==> src/rtl/clkout_divider.sv <==
module clkout_divider #(
  parameter int unsigned REF_HZ  = 67108864,
  parameter int unsigned STEP_HZ = 8192
) (
  input  logic       clk,
  input  logic       rst_n,
  input  logic       xtal_en,
  input  logic       wr_en,
  input  logic [7:0] wr_addr,
  input  logic [7:0] wr_data,
  input  logic [7:0] rd_addr,
  output logic [7:0] rd_data,
  output logic       clk_out,
  output logic       irq_n
);
  localparam logic [7:0]  A_FLAG = 8'h0E;
  localparam logic [7:0]  A_IE   = 8'h11;
  localparam logic [7:0]  A_PWR  = 8'hC0;
  localparam logic [7:0]  A_DLO  = 8'hC2;
  localparam logic [7:0]  A_DHI  = 8'hC3;
  localparam int          XW     = 15;
  localparam int          DW     = 13;
  localparam logic [31:0] REF_V  = 32'(REF_HZ);
  localparam logic [31:0] STEP2  = 32'(2 * STEP_HZ);

  logic          off_q, ie_q, flag_q;
  logic [7:0]    dlo_q, dhi_q;
  logic [15:0]   want, act_q;
  logic [31:0]   acc_q, inc_raw, inc, sum;
  logic [XW-1:0] xcnt_q, xlast;
  logic          act_hf, hf_hit, xt_hit, tgl, clr_flag;
  logic [1:0]    act_sel;
  logic [DW-1:0] act_div;

  assign want    = {dhi_q, dlo_q};
  assign act_hf  = act_q[15];
  assign act_sel = act_q[14:13];
  assign act_div = act_q[DW-1:0];

  always_comb begin
    case (act_sel)
      2'd0:    xlast = XW'(0);
      2'd1:    xlast = XW'(31);
      2'd2:    xlast = XW'(511);
      default: xlast = XW'(32767);
    endcase
  end

  assign inc_raw = (32'(act_div) + 32'd1) * STEP2;
  assign inc     = (inc_raw > REF_V) ? REF_V : inc_raw;
  assign sum     = acc_q + inc;
  assign hf_hit  = sum >= REF_V;
  assign xt_hit  = xtal_en && (xcnt_q == xlast);
  assign tgl     = !off_q && (act_hf ? hf_hit : xt_hit);

  assign clr_flag = wr_en && (wr_addr == A_FLAG) && !wr_data[1];
  assign irq_n    = !(flag_q && ie_q);

  always_ff @(posedge clk or negedge rst_n) begin
    if (!rst_n) begin
      off_q <= 1'b0;
      ie_q  <= 1'b0;
      dlo_q <= 8'h00;
      dhi_q <= 8'h00;
    end else if (wr_en) begin
      case (wr_addr)
        A_PWR:   off_q <= wr_data[6];
        A_IE:    ie_q  <= wr_data[6];
        A_DLO:   dlo_q <= wr_data;
        A_DHI:   dhi_q <= wr_data;
        default: ;
      endcase
    end
  end

  always_ff @(posedge clk or negedge rst_n) begin
    if (!rst_n) begin
      clk_out <= 1'b0;
      act_q   <= 16'h0000;
      acc_q   <= 32'd0;
      xcnt_q  <= '0;
    end else if (off_q) begin
      clk_out <= 1'b0;
      act_q   <= want;
      acc_q   <= 32'd0;
      xcnt_q  <= '0;
    end else if (tgl) begin
      clk_out <= !clk_out;
      xcnt_q  <= '0;
      if (want != act_q) begin
        act_q <= want;
        acc_q <= 32'd0;
      end else begin
        acc_q <= act_hf ? sum - REF_V : 32'd0;
      end
    end else if (act_hf) begin
      acc_q <= sum;
    end else if (xtal_en) begin
      xcnt_q <= xcnt_q + XW'(1);
    end
  end

  always_ff @(posedge clk or negedge rst_n) begin
    if (!rst_n)                flag_q <= 1'b0;
    else if (tgl && !clk_out)  flag_q <= 1'b1;
    else if (clr_flag)         flag_q <= 1'b0;
  end

  always_comb begin
    case (rd_addr)
      A_FLAG:  rd_data = {6'b0, flag_q, 1'b0};
      A_IE:    rd_data = {1'b0, ie_q, 6'b0};
      A_PWR:   rd_data = {1'b0, off_q, 6'b0};
      A_DLO:   rd_data = dlo_q;
      A_DHI:   rd_data = dhi_q;
      default: rd_data = 8'h00;
    endcase
  end
endmodule

==> config.mk <==
export PLATFORM = sky130hd
export DESIGN_NAME = clkout_divider
export DESIGN_NICKNAME = d
export VERILOG_FILES = /design/src/rtl/clkout_divider.sv
export SDC_FILE = /design/constraint.sdc
export NUM_CORES = 1
export LEC_CHECK = 0
export BUFFER_PORTS_ARGS = -buffer_cell sky130_fd_sc_hd__buf_2
export CAP_MARGIN = 10
export CORE_MARGIN = 4
export CORE_UTILIZATION = 55
export DETAILED_ROUTE_END_ITERATION = 7
export PLACE_DENSITY = 0.77
export SLEW_MARGIN = 20
export SYNTH_ARGS = -nofsm -noshare
export SYNTH_HDL_FRONTEND = slang
export SYNTH_SLANG_ARGS = --single-unit
==> constraint.sdc <==
create_clock -name clk -period 6.45 [get_ports clk]
set_input_delay 0.3225 -clock clk [delete_from_list [all_inputs] [get_ports clk]]
set_output_delay 0.3225 -clock clk [all_outputs]
set_load 0.005 [all_outputs]
==> results of run 1 <==
critical path, delay by kind of cell, from the launching register on:
kind	cells	cell delay (ns)
fa+ha+maj	3	0.69
simple gates	10	1.85
xor+xnor	2	0.37
compound gates	9	2.29
flops	1	0.36
buf+inv	4	0.48
worst min path at each step:
stage                     slack [ns]         to
after floorplan                 0.03  acc_q[14]
after global placement          0.48  acc_q[23]
after detailed placement        0.49  acc_q[23]
after CTS                       0.21   act_q[8]
after global routing            0.21   dlo_q[0]
final                           0.17   dhi_q[2]
state kept, by name (all words and copies together) (netlist names):
| name | flops |
|---|---|
| dhi_q | 8 |
| acc_q | 18 |
| flag_q | 1 |
| off_q | 1 |
| clk_out | 1 |
| dlo_q | 8 |
| act_q | 16 |
| ie_q | 1 |
| xcnt_q | 15 |
timing repair:
| item | 4_1_cts | 5_1_grt |
|---|---|---|
| cloned | 0 | 1 |
| gates resized for setup | 5 | 25 |
| hold endpoints to repair | 0 | 0 |
| buffers inserted | 0 | 2 |
| setup endpoints to repair | 28 | 51 |
| pin swaps | 0 | 6 |
kinds of logic (layout without fill, tap and decap cells):
group	after synthesis	after routing	synth area share, %
and+or+nand+nor	194	194	21.2
AOI/OAI and AO/OA	132	133	19.0
DFF	69	69	35.7
xor gates and xnor gates	38	38	6.89
muxes	36	36	9.01
buffers and inverters	31	80	2.82
adders and majority gates	20	20	5.33
other	1	1	0.0776
power breakdown:
part | internal, W | switching, W
registers | 0.000513 | 0.000100
logic | 0.000499 | 0.000677
clock network | 0.000215 | 0.000173
total | 0.00123 | 0.000950
metal layers:
layer | share of wire, % | wire [um] | vias to the layer above
li1 | - | - | 2036
met5 | 0 | 0 | -
met1 | 44 | 5270 | 2048
met4 | 2.2 | 260 | 0
met2 | 48 | 5760 | 103
met3 | 4.9 | 588 | 21
through the flow:
step	utilization [%]	TNS, ns	std cells	total power, W
3_5_place_dp	61.6	-3.94	658	0.00169
6_report	66.0	0	676	0.00218
3_3_place_gp	61.6	0	658	0.00166
5_1_grt	66.0	-0.0737	676	0.00233
2_1_floorplan	-	0	521	0.00143
4_1_cts	64.4	0	673	0.00210
cells in the final DEF (no fill, tap or decap), types with 3 or more instances in the layout:
cell type	count
o21ai_0	30
nor4_1	3
a32o_1	3
ha_1	17
xor2_1	11
inv_1	11
or4_1	4
nand4b_1	3
mux2_4	9
o2111ai_1	5
o211ai_1	3
nor2_1	30
nand4_1	10
nand3_1	15
nand2b_1	6
mux2i_1	3
or3_1	12
buf_2	37
a21o_1	8
and2_1	9
buf_4	16
mux2_1	6
a22o_1	14
a31oi_1	3
mux2_2	18
clkbuf_8	9
nor2b_1	4
nand2_1	50
nor3_1	7
o31ai_1	6
a21oi_1	28
nor3b_1	5
xnor2_1	26
and3_1	15
dfrtp_1	68
final cells by class:
type | count | area, um^2 | area share (%)
repair buffers | 53 | 305 | 5.52
clock inverters | 6 | 88.8 | 1.61
flip-flops and latches | 69 | 1730 | 31.2
well taps | 105 | 131 | 2.38
multi-input cells | 422 | 3110 | 56.2
clock buffers | 9 | 124 | 2.24
inverters | 12 | 45.0 | 0.814
==> flow_summary.ini, run 1 <==
[worst_setup_path]
startpoint_type = register
rr_worst_depth = 28
arrival_ns = 6.42
critPathKind = register to register
r2r_start = act_q[0]
r2r-end = acc_q[24]
slowest_stage = or3_4
worst-r2r-setup-slack_ns = 0.27
cp_slowest_stage_delay_ns = 0.40
crit_fanout = 10
crit_required_ns = 6.69
cp-endpoint = acc_q[24]
crit_start = act_q[0]
cp-end-kind = register

[synthesis]
netlist_top_cells_area = dfrtp_1 36%, ha_1 4.9%, xnor2_1 4.7%
seq_area_frac_synth_pct = 35.7
synth-seq-cells = 69
synthFlopType = dfrtp_1
synth_edf_count = 0
yosysMostFrequentCell = dfrtp_1
synth_nets = 569
postSynthAreaPerCell_um2 = 9.28
async_reset_ff_share_pct = 100
post_synth_num_cell_types = 68
synthCells = 521
synth_area_mm2 = 0.00483
synth_top_cell_area_share_pct = 35.7
yosys_warnings = 0
yosysTopAreaCell = dfrtp_1
synth_common_cells = 69 x dfrtp_1, 50 x nand2_1, 33 x nor2_1

[floorplan]
initial_core_util_pct = 57.7
fp-row-count = 33
coreArea_mm2 = 0.00838
design.die.area_mm2 = 0.0104
die_x_um = 102
dieHeight_um = 102
ioPinCount = 38

[sta]
hold_viol = 0
hold_ws_ns = 0.174
drv_slew = 0
relSlewSlack_pct = 35.9
skew_ns = 0.0107
max_freq_mhz = 162
finalCritPeriodShare_pct = 95.8
final.setup.worst_slack_ns = 0.270
fin_crit_ns = 6.18
tightest_slew_ns = 0.953
finalSetupViolCount = 0

[layout]
finalNetCount = 615
fillers = 654
drive_gt1_share_pct = 22.1
fin_area_mm2 = 0.00553
synthToLayoutAreaGrowth_pct = 14.4
diodes = 0

[route]
routed_wl_um = 11900
vias = 4208
first_iter_violations = 218
drc_errors = 0
post_drt_wl_per_cell_um = 17.6
via_per_inst = 6.22
first_pass_iters = 5
ant_nets = 0

[clock_tree]
cts_buffer_depth = 2
htree_num_levels = 3
cts_sinks = 69
worstSkewPairLatency_ns = 0.35
numCtsBuffers = 9
tritoncts = done
cts_root_buffer = clkbuf_8
path_clk_slew_ns = 0.08
postCtsHoldBufs = 0

[global_route]
gr-total-overflow = 0
grt_util_all_layers_pct = 24.2
grt_pass1_wl_um = 19800
grt_pass1_vias = 4183
grt_max_degree = 70
busiest_layer = met2
met1_usage_pct = 32.8
antenna_found_initial = 0
grtUsageMet3_pct = 4.61
use_met2_pct = 38.6

[power_and_ir_drop]
leakagePower_nw = 2.55
power_density_mw_per_mm2 = 394
irDropWorstVdd_v = 0.000179

[place]
dp_hpwl_um = 8640
numPortBuffers = 37
gp_congestion = 0.867
pre_cts_slack_ns = -0.284
placed_cell_area_mm2 = 0.00516

[flow_run]
max_cap_violations = 0

[min_path]
hold_class = primary input to asynchronous set/reset pin

[outcome]
status = finished, final reports clean
Power figures use the tool's default switching activity.
==> run 2, diff against run 1 <==
ABC_AREA = 1   (was default)
ABC_CLOCK_PERIOD_IN_PS = 6450   (was default)
CORE_UTILIZATION = 56   (was 55)
PLACE_DENSITY = 0.78   (was 0.77)
==> flow_summary.ini, run 2 <==
[outcome]
status = finished, final reports clean

[layout]
layout_common_cells = 211 x nand2_1, 116 x inv_1, 74 x nand3_1
largest_reg_flops = 18
drive_gt1_share_pct = 8.71
post-route-util_pct = 61.7
fin_area_mm2 = 0.00568
layout_commonest_cell = nand2_1
regMostFlops = acc_q
synthToLayoutAreaGrowth_pct = 8.08
finalNetCount = 847
diodes = 0
reg_top3 = acc_q x18, act_q x16, xcnt_q x15

[floorplan]
die_x_um = 105
coreArea_mm2 = 0.00920
fp-row-count = 35
design.die.area_mm2 = 0.0110
ioPinCount = 38
initial_core_util_pct = 57.1
dieHeight_um = 105

[sta]
finalSetupViolCount = 0
skew_ns = 0.0110
hold_viol = 0
fin_tns_setup_ns = 0
relSlewSlack_pct = 40.8
drv_slew = 0
max_freq_mhz = 182
tightest_slew_ns = 0.888
rsz0062_at_grt = false
finalCritPeriodShare_pct = 85.3
fin_crit_ns = 5.50
final.setup.worst_slack_ns = 0.951

[route]
drc_errors = 0
via_per_inst = 5.57
routed_wl_um = 12900
post_drt_wl_per_cell_um = 14.1
vias = 5101
first_pass_iters = 6
ant_nets = 0
first_iter_violations = 285

[synthesis]
synth-seq-cells = 69
synthFlopType = dfrtp_1
postSynthAreaPerCell_um2 = 6.83
synth_area_mm2 = 0.00525
yosysMostFrequentCell = nand2_1
synth_nets = 817
seq_area_frac_synth_pct = 32.9
yosys_warnings = 0
synth_top_cell_area_share_pct = 32.9
async_reset_ff_share_pct = 100
synthCells = 769
post_synth_num_cell_types = 46
synth_common_cells = 211 x nand2_1, 116 x inv_1, 74 x nand3_1
yosysTopAreaCell = dfrtp_1
netlist_top_cells_area = dfrtp_1 33%, nand2_1 15%, inv_1 8.3%
synth_edf_count = 0

[power_and_ir_drop]
irDropWorstVdd_v = 0.000120
switching_share_pct = 30.9
pwr-share-seq_pct = 47.4
power_switching_w = 0.000305
power_density_mw_per_mm2 = 174
combPwrFrac_pct = 15.0
clock_power_share_pct = 37.6
internal_power_w = 0.000682
leakagePower_nw = 2.99

[worst_setup_path]
startpoint_type = register
cp-end-kind = register
arrival_ns = 5.75
critPathKind = register to register
slowest_stage = nand3_2
crit_fanout = 32
cp_slowest_stage_delay_ns = 0.46
crit_required_ns = 6.71

[global_route]
gr-total-overflow = 0
grt_pass1_wl_um = 22600
antenna_found_initial = 0
grt_pass1_vias = 4923
grt_max_degree = 70
grt_util_all_layers_pct = 24.7

[clock_tree]
cts_sinks = 69
post_cts_buffers = 0
cts_resized = 0
worstSkewPairLatency_ns = 0.35
postCtsHoldBufs = 0
htree_num_levels = 3
path_clk_slew_ns = 0.08
cts_buffer_depth = 2
numCtsBuffers = 9
tritoncts = done
cts_root_buffer = clkbuf_8

[flow_run]
max_cap_violations = 0

[place]
dp_hpwl_um = 9670
gp_congestion = 0.955
pre_cts_slack_ns = 1.01
placed_cell_area_mm2 = 0.00548
numPortBuffers = 37

[min_path]
hold_class = primary input to asynchronous set/reset pin
-- run 2: critical path, delay by kind of cell (launching register included) --
family          cells  cell delay [ns]
xor+xnor            2             0.29
compound gates      2             0.61
simple gates       20             2.75
flops               1             0.45
buf+inv             3             0.29
fa+ha+maj           4             1.00
-- run 2: cell families after synthesis --
kind of cell	count (synthesis)	synth area share, %
AND/OR/NAND/NOR	411	35.0
adder cells (fa/ha/maj)	20	4.91
multiplexers	2	0.405
buffers and inverters	139	10.7
XOR/XNOR	41	6.98
flip-flops	69	32.9
other	1	0.0714
AO/OA/AOI/OAI	86	9.10
-- run 2: power by group through the flow --
stage	registers [W]	clock network, W	logic [W]
5_1_grt	0.000470	0.000398	0.000168
3_5_place_dp	0.000475	0	0.000146
6_report	0.000468	0.000371	0.000148
3_3_place_gp	0.000475	0	0.000142
4_1_cts	0.000467	0.000380	0.000148
2_1_floorplan	0.000468	0	0.000104
-- run 2: per-stage QoR --
| stage | hold WS [ns] | total power, W | cells |
|---|---|---|---|
| CTS | 0.202 | 0.000995 | 915 |
| global placement | 0.500 | 0.000617 | 899 |
| detailed placement | 0.508 | 0.000621 | 899 |
| finish | 0.155 | 0.000987 | 915 |
| floorplan | 0.0269 | 0.000572 | 769 |
| global route | 0.223 | 0.00104 | 915 |
-- run 2: final timing paths --
path	from	endpoint	slack (ns)	cells past startpoint
worst max-delay path	act_q[0]	act_q[2]	0.95	31
worst max register to register	act_q[0]	act_q[2]	0.95	31
max in group asynchronous	rst_n	act_q[2]	5.71	2
min in group clk	wr_data[6]	ie_q	0.22	2
worst min register to register	acc_q[14]	acc_q[14]	0.53	2
worst min-delay path	rst_n	acc_q[28]	0.16	2
-- run 2: area by class of cell --
cell class	count	area (um^2)
clock buffers	10	128
clock inverters	6	70.1
fillers	843	3520
inverters	119	447
multi-input cells	561	2970
flip-flops and latches	69	1730
well taps	111	139
repair buffers	39	200
-- run 2: per-layer routing --
layer | wire, um | track usage (%) | share of wire (%)
met1 | 5930 | 33.8 | 46
met2 | 6080 | 40.7 | 47
met3 | 729 | 3.03 | 5.6
met4 | 212 | 8.06 | 1.6
met5 | 0 | 0 | 0
==> run 3, diff against run 2 <==
ABC_CLOCK_PERIOD_IN_PS = 6000   (was 6450)
CORE_UTILIZATION = 62   (was 56)
PLACE_DENSITY = 0.82   (was 0.78)
clock period = 6 ns   (was 6.45 ns; I/O delays follow)
==> flow_summary.ini, run 3 (synthesis gave the netlist of run 2 again) <==
[worst_setup_path]
startpoint_type = register
arrival_ns = 5.67
crit_fanout = 32
critPathKind = register to register
slowest_stage = dfrtp_1
cp_slowest_stage_delay_ns = 0.47
cp-end-kind = register
crit_required_ns = 6.27

[route]
post_drt_wl_per_cell_um = 14.2
via_per_inst = 5.63
ant_nets = 0
first_iter_violations = 391
routed_wl_um = 12900
first_pass_iters = 5
drc_errors = 0
vias = 5118

[floorplan]
ioPinCount = 38
coreArea_mm2 = 0.00822
die_x_um = 100
fp-row-count = 33
dieHeight_um = 100
design.die.area_mm2 = 0.0100
initial_core_util_pct = 63.9

[clock_tree]
cts_root_buffer = clkbuf_8
cts_buffer_depth = 2
worstSkewPairLatency_ns = 0.36
post_cts_buffers = 0
cts_sinks = 69
tritoncts = done
path_clk_slew_ns = 0.08
htree_num_levels = 3
numCtsBuffers = 9

[global_route]
antenna_found_initial = 0
grt_pass1_wl_um = 22500
grt_max_degree = 70
gr-total-overflow = 0
grt_pass1_vias = 4880
grt_util_all_layers_pct = 27.8

[power_and_ir_drop]
totalPowerFinal_w = 0.00110
power_density_mw_per_mm2 = 193
irDropWorstVdd_v = 0.000184
leakagePower_nw = 3.02

[place]
dp_hpwl_um = 9780
gp_congestion = 0.951
dp_cells = 893
numPortBuffers = 37
placed_cell_area_mm2 = 0.00547

[sta]
finalSetupViolCount = 0
rsz0062_at_grt = false
fin_crit_ns = 5.40
fin_tns_setup_ns = 0
tightest_slew_ns = 0.883
max_freq_mhz = 185
finalCritPeriodShare_pct = 90.0
skew_ns = 0.0109
relSlewSlack_pct = 41.2
hold_viol = 0
drv_slew = 0

[min_path]
hold_class = primary input to asynchronous set/reset pin

[layout]
finalNetCount = 847
layout_commonest_cell = nand2_1
fillers = 697
largest_reg_flops = 18
post-route-util_pct = 69.5
drive_gt1_share_pct = 8.83
diodes = 0
fin_area_mm2 = 0.00571
reg_top3 = acc_q x18, act_q x16, xcnt_q x15
stdcell_count = 909
layout_common_cells = 211 x nand2_1, 116 x inv_1, 74 x nand3_1
synthToLayoutAreaGrowth_pct = 8.67
regMostFlops = acc_q

[outcome]
status = finished, final reports clean

[flow_run]
max_cap_violations = 0
==> run 3: cell type report <==
type,count,area [um^2],share of cell area [%]
tap,105,131,2.30
clock buffer,9,124,2.17
sequential,69,1730,30.3
multi-input combinational,561,2970,52.1
timing repair buffer,39,200,3.51
clock inverter,7,105,1.84
inverter,119,447,7.83
==> run 3: report_power, final <==
part	total, W	internal (W)	switching (W)
logic	0.000160	0.0000566	0.000104
registers	0.000503	0.000481	0.0000213
clock network	0.000440	0.000240	0.000200
==> run 3: routing by layer <==
layer / up-vias / track usage [%] / wire [um]
met5: - / 0 / 0
met3: 29 / 4.59 / 889
met1: 2349 / 39.2 / 5770
li1: 2542 / - / -
met4: 0 / 10.3 / 257
met2: 198 / 43.3 / 5970
==> run 3: through the flow <==
step	hold WS [ns]	setup WS (ns)
finish	0.127	0.597
detailed placement	0.488	0.555
floorplan	0.00441	1.57
global route	0.197	0.0300
CTS	0.174	0.381
global placement	0.498	0.886
==> run 3: worst max-delay path: cells and delay by family (launching register included) <==
family / cells / cell delay [ns]
and+or+nand+nor: 20 / 2.63
AOI/OAI and AO/OA: 2 / 0.56
DFF: 1 / 0.47
adders and majority gates: 4 / 1.02
xor gates and xnor gates: 2 / 0.29
buffers and inverters: 3 / 0.29
==> run 3: final timing paths <==
path,start,end,slack (ns),cells after the start
max in group asynchronous,rst_n,clk_out,5.28,2
min,rst_n,dlo_q[0],0.13,2
min in group clk,wr_data[0],dhi_q[0],0.19,3
min reg2reg,clk_out,clk_out,0.51,2
max reg2reg,act_q[0],act_q[9],0.60,31
max,act_q[0],act_q[9],0.60,31
==> run 3: repair_timing <==
item | in CTS | in global routing
gates resized for setup | 0 | 1
hold buffers | 0 | 0
endpoints found under the setup margin | 0 | 16
